--- config.mk ---
export PLATFORM = sky130hd
export DESIGN_NAME = qenc_counter
export DESIGN_NICKNAME = d
export VERILOG_FILES = /design/src/rtl/qenc_pkg.sv /design/src/rtl/qenc_sync.sv /design/src/rtl/qenc_decode.sv /design/src/rtl/qenc_regs.sv /design/src/rtl/qenc_counter.sv
export SDC_FILE = /design/constraint.sdc
export NUM_CORES = 1
export LEC_CHECK = 0
export CAP_MARGIN = 20
export CORE_MARGIN = 10
export CORE_UTILIZATION = 31
export CTS_BUF_LIST = sky130_fd_sc_hd__clkbuf_16
export DETAILED_ROUTE_END_ITERATION = 8
export HOLD_SLACK_MARGIN = 0.03
export PLACE_DENSITY = 0.49
export SYNTH_ARGS = -nofsm -noshare
export SYNTH_HDL_FRONTEND = slang
export SYNTH_SLANG_ARGS = --single-unit
--- constraint.sdc ---
create_clock -name clk -period 6.2 [get_ports clk]
set_clock_uncertainty 0.2 [all_clocks]
set_input_delay 1.86 -clock clk [delete_from_list [all_inputs] [get_ports clk]]
set_output_delay 1.86 -clock clk [all_outputs]
set_load 0.02 [all_outputs]
--- src/rtl/qenc_pkg.sv ---
package qenc_pkg;

  typedef enum logic [1:0] {
    EDGE_RISE  = 2'b00,
    EDGE_FALL  = 2'b01,
    EDGE_BOTH  = 2'b10,
    EDGE_BOTHX = 2'b11
  } edge_sel_e;

  typedef struct packed {
    edge_sel_e esel;
    logic      enc;
  } cfg_t;

  localparam logic [1:0] ADDR_CTRL = 2'd0;
  localparam logic [1:0] ADDR_CFG  = 2'd1;
  localparam logic [1:0] ADDR_CEIL = 2'd2;
  localparam logic [1:0] ADDR_CLR  = 2'd3;

endpackage

--- src/rtl/qenc_sync.sv ---
module qenc_sync #(
  parameter int W = 2
) (
  input  logic         clk,
  input  logic         rst_n,
  input  logic [W-1:0] raw,
  output logic [W-1:0] cur,
  output logic [W-1:0] prev
);

  for (genvar g = 0; g < W; g++) begin : g_ch
    logic meta_q, sync_q, prev_q;

    always_ff @(posedge clk or negedge rst_n) begin
      if (!rst_n) begin
        meta_q <= 1'b0;
        sync_q <= 1'b0;
        prev_q <= 1'b0;
      end else begin
        meta_q <= raw[g];
        sync_q <= meta_q;
        prev_q <= sync_q;
      end
    end

    assign cur[g]  = sync_q;
    assign prev[g] = prev_q;
  end

endmodule

--- src/rtl/qenc_decode.sv ---
module qenc_decode
  import qenc_pkg::*;
(
  input  logic [1:0] cur,
  input  logic [1:0] prev,
  input  cfg_t       cfg,
  output logic       step_up,
  output logic       step_dn
);

  logic [1:0] rise, fall, chg;
  logic       use_r, use_f;

  assign rise  = cur & ~prev;
  assign fall  = ~cur & prev;
  assign chg   = cur ^ prev;
  assign use_r = (cfg.esel != EDGE_FALL);
  assign use_f = (cfg.esel != EDGE_RISE);

  always_comb begin
    step_up = 1'b0;
    step_dn = 1'b0;
    if (!cfg.enc) begin
      step_up = (rise[0] & use_r) | (fall[0] & use_f);
    end else if (chg == 2'b01) begin
      if (rise[0] && use_r) begin
        step_up = ~cur[1];
        step_dn =  cur[1];
      end else if (fall[0] && use_f) begin
        step_up =  cur[1];
        step_dn = ~cur[1];
      end
    end else if (chg == 2'b10) begin
      if (rise[1] && use_r) begin
        step_up =  cur[0];
        step_dn = ~cur[0];
      end else if (fall[1] && use_f) begin
        step_up = ~cur[0];
        step_dn =  cur[0];
      end
    end
  end

endmodule

--- src/rtl/qenc_regs.sv ---
module qenc_regs
  import qenc_pkg::*;
#(
  parameter int CNT_W = 16
) (
  input  logic             clk,
  input  logic             rst_n,
  input  logic             reg_we,
  input  logic [1:0]       reg_addr,
  input  logic [CNT_W:0]   reg_wdata,
  output logic             en_q,
  output cfg_t             cfg_q,
  output logic [CNT_W-1:0] ceil_q,
  output logic             flag_ceil_q,
  output logic             flag_cmp_q
);

  logic             en_d, flag_ceil_d, flag_cmp_d;
  cfg_t             cfg_d;
  logic [CNT_W-1:0] ceil_d;

  always_comb begin
    en_d        = en_q;
    cfg_d       = cfg_q;
    ceil_d      = ceil_q;
    flag_ceil_d = flag_ceil_q;
    flag_cmp_d  = flag_cmp_q;
    if (reg_we) begin
      case (reg_addr)
        ADDR_CTRL: begin
          en_d = reg_wdata[0];
          if (reg_wdata[0] && !en_q) begin
            flag_ceil_d = 1'b1;
            flag_cmp_d  = 1'b1;
          end
        end
        ADDR_CFG: begin
          if (!en_q) cfg_d = cfg_t'(reg_wdata[2:0]);
        end
        ADDR_CEIL: begin
          if (!en_q && !reg_wdata[CNT_W]) ceil_d = reg_wdata[CNT_W-1:0];
        end
        default: begin
          if (reg_wdata[0]) flag_ceil_d = 1'b0;
          if (reg_wdata[1]) flag_cmp_d  = 1'b0;
        end
      endcase
    end
  end

  always_ff @(posedge clk or negedge rst_n) begin
    if (!rst_n) begin
      en_q        <= 1'b0;
      cfg_q       <= '{esel: EDGE_RISE, enc: 1'b0};
      ceil_q      <= '1;
      flag_ceil_q <= 1'b0;
      flag_cmp_q  <= 1'b0;
    end else begin
      en_q        <= en_d;
      cfg_q       <= cfg_d;
      ceil_q      <= ceil_d;
      flag_ceil_q <= flag_ceil_d;
      flag_cmp_q  <= flag_cmp_d;
    end
  end

endmodule

--- src/rtl/qenc_counter.sv ---
module qenc_counter
  import qenc_pkg::*;
#(
  parameter int CNT_W = 16
) (
  input  logic             clk,
  input  logic             rst_n,
  input  logic             in_a,
  input  logic             in_b,
  input  logic             reg_we,
  input  logic [1:0]       reg_addr,
  input  logic [CNT_W:0]   reg_wdata,
  output logic [CNT_W-1:0] count,
  output logic             stat_ceil_ok,
  output logic             stat_cmp_ok
);

  localparam int CH = 2;

  logic [CH-1:0]    sync_cur, sync_prev;
  logic             step_up, step_dn, en_q;
  cfg_t             cfg_q;
  logic [CNT_W-1:0] ceil_q, cnt_q, cnt_d;

  qenc_sync #(.W(CH)) u_sync (
    .clk  (clk),
    .rst_n(rst_n),
    .raw  ({in_b, in_a}),
    .cur  (sync_cur),
    .prev (sync_prev)
  );

  qenc_decode u_dec (
    .cur    (sync_cur),
    .prev   (sync_prev),
    .cfg    (cfg_q),
    .step_up(step_up),
    .step_dn(step_dn)
  );

  qenc_regs #(.CNT_W(CNT_W)) u_regs (
    .clk        (clk),
    .rst_n      (rst_n),
    .reg_we     (reg_we),
    .reg_addr   (reg_addr),
    .reg_wdata  (reg_wdata),
    .en_q       (en_q),
    .cfg_q      (cfg_q),
    .ceil_q     (ceil_q),
    .flag_ceil_q(stat_ceil_ok),
    .flag_cmp_q (stat_cmp_ok)
  );

  always_comb begin
    cnt_d = cnt_q;
    if (step_up) begin
      cnt_d = (cnt_q >= ceil_q) ? '0 : cnt_q + 1'b1;
    end else if (step_dn) begin
      cnt_d = (cnt_q == '0) ? ceil_q : cnt_q - 1'b1;
    end
  end

  always_ff @(posedge clk or negedge rst_n) begin
    if (!rst_n) begin
      cnt_q <= '0;
    end else if (en_q) begin
      cnt_q <= cnt_d;
    end
  end

  assign count = cnt_q;

endmodule

## Word level (Yosys, flattened, before mapping)

Cells that the tools add are included.

- Register bits: 44
- Input port bits: 24
- Output and inout bits: 18

- Equality and inequality tests: 6
- $add $sub $neg: 2
- Mux-type cells: 23
- Magnitude comparators: 1
- Reductions and logical operators: 21
- Bitwise gates (word level): 12

Operators by type and width:

| cell | count |
|---|---|
| $mux 16 | 4 |
| $mux 1 | 17 |
| $add 16x1->16 const B | 1 |
| $ge 16x16->1 | 1 |
| $logic_not 16->1 | 1 |
| $sub 16x1->16 const B | 1 |
| $reduce_and 4->1 | 2 |
| $reduce_bool 2->1 | 4 |
| $logic_and 1x1->1 | 6 |
| $reduce_and 3->1 | 2 |
| $and 2x2->2 | 2 |
| $eq 2x1->1 const B | 2 |
| $eq 2x2->1 const B | 2 |
| $ne 2x1->1 const B | 2 |
| $not 1->1 | 4 |
| $not 2->2 | 2 |
| $pmux 1 s2 | 2 |
| $reduce_and 2->1 | 2 |
| $and 1x1->1 | 2 |
| $logic_not 1->1 | 2 |
| $logic_not 2->1 | 1 |
| $reduce_or 2->1 | 1 |
| $xor 2x2->2 | 1 |
| $or 1x1->1 | 1 |

## Logic depth before layout (Yosys ltp)

Gate-level depths: netlist (run 1).

- Depth after elaboration: 10
- Gate-level depth with buffers: 10
- Depth with buffers taken out: 9

## By module

From an unflattened synthesis (run 1), not the netlist that was laid out.

- Cell total of the unflattened synthesis: 358
- Area, all modules: 3,250.6 um2

By module, submodules not included:

| module | sequential area each (um2) | area each (um2) | cells each | times used |
|---|---|---|---|---|
| qenc_counter | 400.4 | 1,854.3 | 261 | 1 |
| qenc_regs | 570.5 | 987.2 | 58 | 1 |
| qenc_decode | 0.0 | 229.0 | 29 | 1 |
| qenc_sync | 150.1 | 180.2 | 10 | 1 |

## Least setup slack after synthesis (run 1)

OpenSTA, ideal clock, no wires.

- Path kind: input-to-reg
- Start: in reg_addr[0]
- End: reg u_regs.ceil_q[10]
- Data arrival time: 2,881 ps
- Path slack: 3,040 ps
- Library setup time: 79 ps
- Path buffers: 1
- Stages on the path: 6
- Cell sequence: inv_1 > ha_1 > nor4bb_1 > clkbuf_1 > nand2_1 > o21ai_0

- Cells in the longest elaborated chain, start to end: 2

RTL lines:

| item | RTL line | RTL |
|---|---|---|
| start, declared | qenc_counter.sv:11 | `input logic [1:0] reg_addr,` |
| $eq 2x2->1 | qenc_regs.sv:29 | `case (reg_addr)` |
| $reduce_and 3->1 (no line) | - |  |
| end signal, assigned | qenc_regs.sv:61 | `ceil_q <= ceil_d;` |
| end, declared | qenc_regs.sv:13 | `output logic [CNT_W-1:0] ceil_q,` |

No other way between the ends.
A chain may end at the register's enable or synchronous reset.

## Final worst setup path (run 1)

- Start: in reg_addr[0]
- End: reg u_regs.ceil_q[13]

Same word-level chain as after synthesis.

==> out/results.ini, run 1 <==
[status]
outcome = complete, no violations

[worst_setup_path]
crit_arrival_ns = 3.70
crit_required_ns = 6.21
crit_fanout = 16
crit_type = primary input to flop
critPathLaunchType = primary input
endpoint_kind = flop

[floorplan]
die_h_um = 121
initial_utilization = 0.319
pin_count = 42
rows = 36
core_area_mm2 = 0.00982
dieArea_mm2 = 0.0145
chipWidth_um = 121

[route]
firstDrtPassIters = 4
routed_via_density = 5.11
wl_per_cell_um = 16.0
finalWirelength_mm = 8.25
ant_nets = 0
remaining_drc_errors = 0
drt-initial-drc-count = 153
vias = 2637

[power_and_ir_drop]
power_mw = 1.55
switchingPower_mw = 0.631
comb_power_share = 0.430
share_clk_of_total_power = 0.223
p_seq_frac = 0.348
swShare = 0.407
pwr_density_cell_mw_per_mm2 = 407
power_leakage_nw = 1.60
peakVddDrop_mv = 0.191
p_int_mw = 0.921

[yosys]
syn_nets = 401
synthTopCellsByArea = dfrtp_1 22%, dfstp_2 13%, ha_1 10%
synth-edff-count = 0
yosysSeqAreaShare = 0.357
synth_seq_cells = 44
netlist.area_leader.share = 0.223
synth_cell_types = 57
synthArstFlopShare = 1.00
synth_most_common_cell = nand2_1
synth_flop_cell = dfrtp_1
syn_inst = 351
syn-cell-area_mm2 = 0.00314
synth_common_cells = 36 x nand2_1, 32 x nor2_1, 28 x dfrtp_1
synth.largest_area_cell = dfrtp_1
syn-mean-instance-area_um2 = 8.94
yosys_warnings = 0

[clock_network]
cts_buffers = 5
clk_pin_slew_ns = 0.07
cts_root_buffer = clkbuf_16
cts_tree = done
cts_resized = 0
htree_num_levels = 2
cts_setup_buffers = 0
hold_buffers = 0
clk_latency_ns = 0.29
cts_num_sinks = 44
ctsLongestPathBuffers = 2

[global_route]
grt_max_degree = 45
antenna_found_initial = 0
grt_pass1_wl_mm = 14.3
grt-ovfl-total = 0
grt_pass1_vias = 2736
grt.total_usage = 0.120

[timing]
fmax_mhz = 270
setup_violations = 0
tightest_slew_ns = 1.05
finalSetupTns_ns = 0
maxSlewViolCount = 0
relSlewSlack = 0.301
rsz0062_at_grt = false
finalCriticalPeriod_ns = 3.70
finalCritPeriodShare = 0.596
hold_viol = 0
hold_slack_ns = 0.149

[finish]
final_util = 0.388
drive_gt1_frac = 0.123
layout.cells.non_filler = 516
fin_nets = 432
diodes = 0
syn_to_final_growth_pct = 21.5

[placed_design]
io_buffers = 41
place.gp.congestion = 0.736
dp.cells = 508
dpl.hpwl_mm = 5.96

[run]
max-cap-violations = 0

[min_path]
hold_path_class = flop to flop

## cell usage in the layout (no fill, tap or decap), types with 2 or more instances in the layout
cell,count
a311oi_1,3
mux2_2,5
nor4_1,6
o21ai_1,2
nand3_1,9
a31oi_1,2
nor2b_1,4
o21ai_0,27
nor3_2,2
a21o_1,9
a211o_1,7
o211ai_1,2
inv_1,28
bufinv_16,2
dfstp_2,16
o31ai_1,2
xnor2_1,9
clkdlybuf4s50_1,40
nor3_1,10
a21oi_1,9
a221o_1,7
dfrtp_1,28
a211oi_1,12
ha_1,26
nand2_1,36
nor2_1,32
clkbuf_16,5
xor2_1,3
nand4_1,5
nand2b_1,2
buf_4,3
and3_1,3
nor4_2,2
## area by class of cell
cell class              count  area, um2
clock buffers               5        125
clock inverters             3       63.8
fillers                  1045       6010
inverters                  27        101
multi-input cells         260       1800
flip-flops and latches     44       1120
well taps                 133        166
repair buffers             44        428
## metal layers
layer | share of wire | GRT usage | vias to the layer above | routed length [um]
li1 | - | - | 1324 | -
met1 | 0.49 | 0.164 | 1259 | 4020
met2 | 0.46 | 0.188 | 49 | 3810
met3 | 0.043 | 0.0265 | 5 | 353
met4 | 0.0080 | 0.0271 | 0 | 66
met5 | 0 | 0 | - | 0
## power groups by stage
stage | Sequential (mW) | Clock (mW) | Combinational [mW]
global placement | 0.546 | 0 | 0.664
global route | 0.564 | 0.366 | 0.750
finish | 0.539 | 0.345 | 0.667
CTS | 0.541 | 0.352 | 0.676
detailed placement | 0.544 | 0 | 0.670
floorplan | 0.518 | 0 | 0.472
## path summary, 6_finish.rpt
path	endpoint	slack (ns)	depth (start not counted)	start
max in group asynchronous	count[8]	3.95	2	rst_n
hold / removal	u_sync.g_ch[0].sync_q	0.15	0	u_sync.g_ch[0].meta_q
setup reg to reg	count[6]	2.97	9	u_regs.ceil_q[15]
min in group asynchronous	u_sync.g_ch[1].meta_q	1.45	2	rst_n
hold reg to reg	u_sync.g_ch[0].sync_q	0.15	0	u_sync.g_ch[0].meta_q
setup / recovery	u_regs.ceil_q[13]	2.50	7	reg_addr[0]
## logic make-up after synthesis
| kind of cell | share of synthesized area |
|---|---|
| adders and majority gates | 0.104 |
| DFF | 0.357 |
| and+or+nand+nor | 0.208 |
| xor gates and xnor gates | 0.0335 |
| AOI/OAI and AO/OA | 0.207 |
| buffers and inverters | 0.0722 |
| muxes | 0.0179 |
## metrics by stage
stage | worst slack, ns | cell area (um2)
CTS | 2.42 | 3810
global placement | 2.19 | 3620
global route | 2.23 | 3810
detailed placement | 2.12 | 3620
finish | 2.50 | 3810
floorplan | 3.04 | 3140
## flip-flops by register name, indices dropped and copies added, names as in the netlist
register / flops
count: 16
u_regs.ceil_q: 16
u_regs.cfg_q: 3
u_sync.g_ch.meta_q: 2
u_sync.g_ch.prev_q: 2
u_sync.g_ch.sync_q: 2
u_regs.en_q: 1
u_regs.flag_ceil_q: 1
u_regs.flag_cmp_q: 1
## critical path, stage by stage
cell and delay (ns):
clkdlybuf4s50_1 0.42, inv_1 0.09, ha_1 0.15, nor4bb_4 0.69, buf_4 0.34, nand2_1 0.07, o21ai_0 0.07
No activity file was read; power rests on OpenSTA's default activity.
==> inputs of run 2 (changes only) <==
Settings changed: PLACE_DENSITY 0.49 to 0.51.
Clock period 6.2 ns to 3.4 ns, I/O delays scaled along.
==> out/results.ini, run 2 (synthesized netlist as in run 1, its figures left out) <==
[run]
max-cap-violations = 0

[timing]
maxSlewViolCount = 0
finalCritPeriodShare = 0.904
relSlewSlack = 0.494
setup_violations = 0
fmax_mhz = 325
finalCriticalPeriod_ns = 3.07
finalSetupTns_ns = 0
tightest_slew_ns = 0.752
hold_viol = 0
rsz0062_at_grt = false

[global_route]
grt_pass1_vias = 2756
grt_pass1_wl_mm = 14.2
grt_max_degree = 40
grt.total_usage = 0.120
antenna_found_initial = 0
grt-ovfl-total = 0

[clock_network]
cts_setup_buffers = 0
hold_buffers = 0
cts_tree = done
clk_pin_slew_ns = 0.07
cts_root_buffer = clkbuf_16
clk_latency_ns = 0.29
cts_resized = 0
cts_num_sinks = 44
cts_buffers = 5
htree_num_levels = 2
ctsLongestPathBuffers = 2

[worst_setup_path]
ff2ff_path_depth = 9
crit_required_ns = 3.38
r2r-end = count[8]
crit_arrival_ns = 3.05
critPathLaunchType = flop
r2r_slack_ns = 0.33
endpoint_kind = flop
reg2reg_from = u_regs.ceil_q[15]
crit_fanout = 9
crit_type = flop to flop

[floorplan]
rows = 36
pin_count = 42
dieArea_mm2 = 0.0145
chipWidth_um = 121
initial_utilization = 0.319
die_h_um = 121
core_area_mm2 = 0.00982

[placed_design]
dp.cells = 516
placed_cell_area_mm2 = 0.00369
dpl.hpwl_mm = 6.39
io_buffers = 41
place.gp.congestion = 0.820

[route]
finalWirelength_mm = 8.48
wl_per_cell_um = 16.2
firstDrtPassIters = 4
routed_via_density = 5.15
ant_nets = 0
remaining_drc_errors = 0
drt-initial-drc-count = 123
vias = 2699

[finish]
layout.cells.non_filler = 524
drive_gt1_frac = 0.143
diodes = 0
mostFrequentLayoutCells = 40 x clkdlybuf4s50_1, 36 x nand2_1, 32 x nor2_1
stdcell_area_mm2 = 0.00386
final_common_cell = clkdlybuf4s50_1
fin_nets = 440
syn_to_final_growth_pct = 23.2

[min_path]
holdPathStages = 0
hold_path_class = flop to flop
holdCritStartpoint = u_sync.g_ch[0].meta_q
min_to = u_sync.g_ch[0].sync_q

[power_and_ir_drop]
peakVddDrop_mv = 0.266
pwr_density_cell_mw_per_mm2 = 731
power_mw = 2.83
power_leakage_nw = 1.63

[status]
outcome = complete, no violations

-- run 2: cell count changes in the layout (fill, tap and decap cells not counted), sizes merged --
cell	change
buf	+8
bufinv	-1
clkinvlp	+1
-- run 2: critical path, stage by stage (launching register included) --
cell      delay (ns)
dfstp_2         0.53
inv_1           0.05
ha_1            0.31
nand4_1         0.19
or3_1           0.43
a221oi_1        0.29
nor4_1          0.13
and3_1          0.31
a21o_1          0.24
a211o_1         0.28
-- run 2: layer usage --
metal	global-route usage	wire length [um]
met2	0.192	3880
met4	0.0339	94
met5	0	0
met3	0.0275	470
met1	0.157	4030
-- run 2: final cells by class --
type                    instances  area (um2)
fillers                      1035        5950
multi-input cells             260        1800
flip-flops and latches         44        1120
repair buffers                 52         500
well taps                     133         166
clock buffers                   5         125
inverters                      27         101
clock inverters                 3        46.3
-- run 2: metrics by stage --
step	hold slack (ns)	setup slack [ns]	utilization
2_1_floorplan	0.131	0.746	-
3_3_place_gp	0.134	0.517	0.376
3_5_place_dp	0.136	0.398	0.376
4_1_cts	0.152	0.370	0.394
5_1_grt	0.162	0.183	0.394
6_report	0.148	0.327	0.394
-- run 2: worst max-delay path by stage --
stage	from	to	cells after the start
3_3_place_gp	u_sync.g_ch[0].sync_q	count[12]	8
2_1_floorplan	u_regs.ceil_q[15]	count[6]	10
3_5_place_dp	u_regs.ceil_q[15]	count[15]	9
4_1_cts	u_regs.ceil_q[15]	count[8]	9
6_report	u_regs.ceil_q[15]	count[8]	9
5_1_grt	u_regs.ceil_q[15]	count[8]	9
-- run 2: report_power, final --
| group | leakage, nW | switching [mW] | total (mW) | internal, mW |
|---|---|---|---|---|
| combinational | 1.03 | 0.726 | 1.31 | 0.581 |
| sequential | 0.518 | 0.227 | 0.941 | 0.714 |
| clock | 0.0804 | 0.228 | 0.577 | 0.350 |
| total | 1.63 | 1.18 | 2.83 | 1.64 |
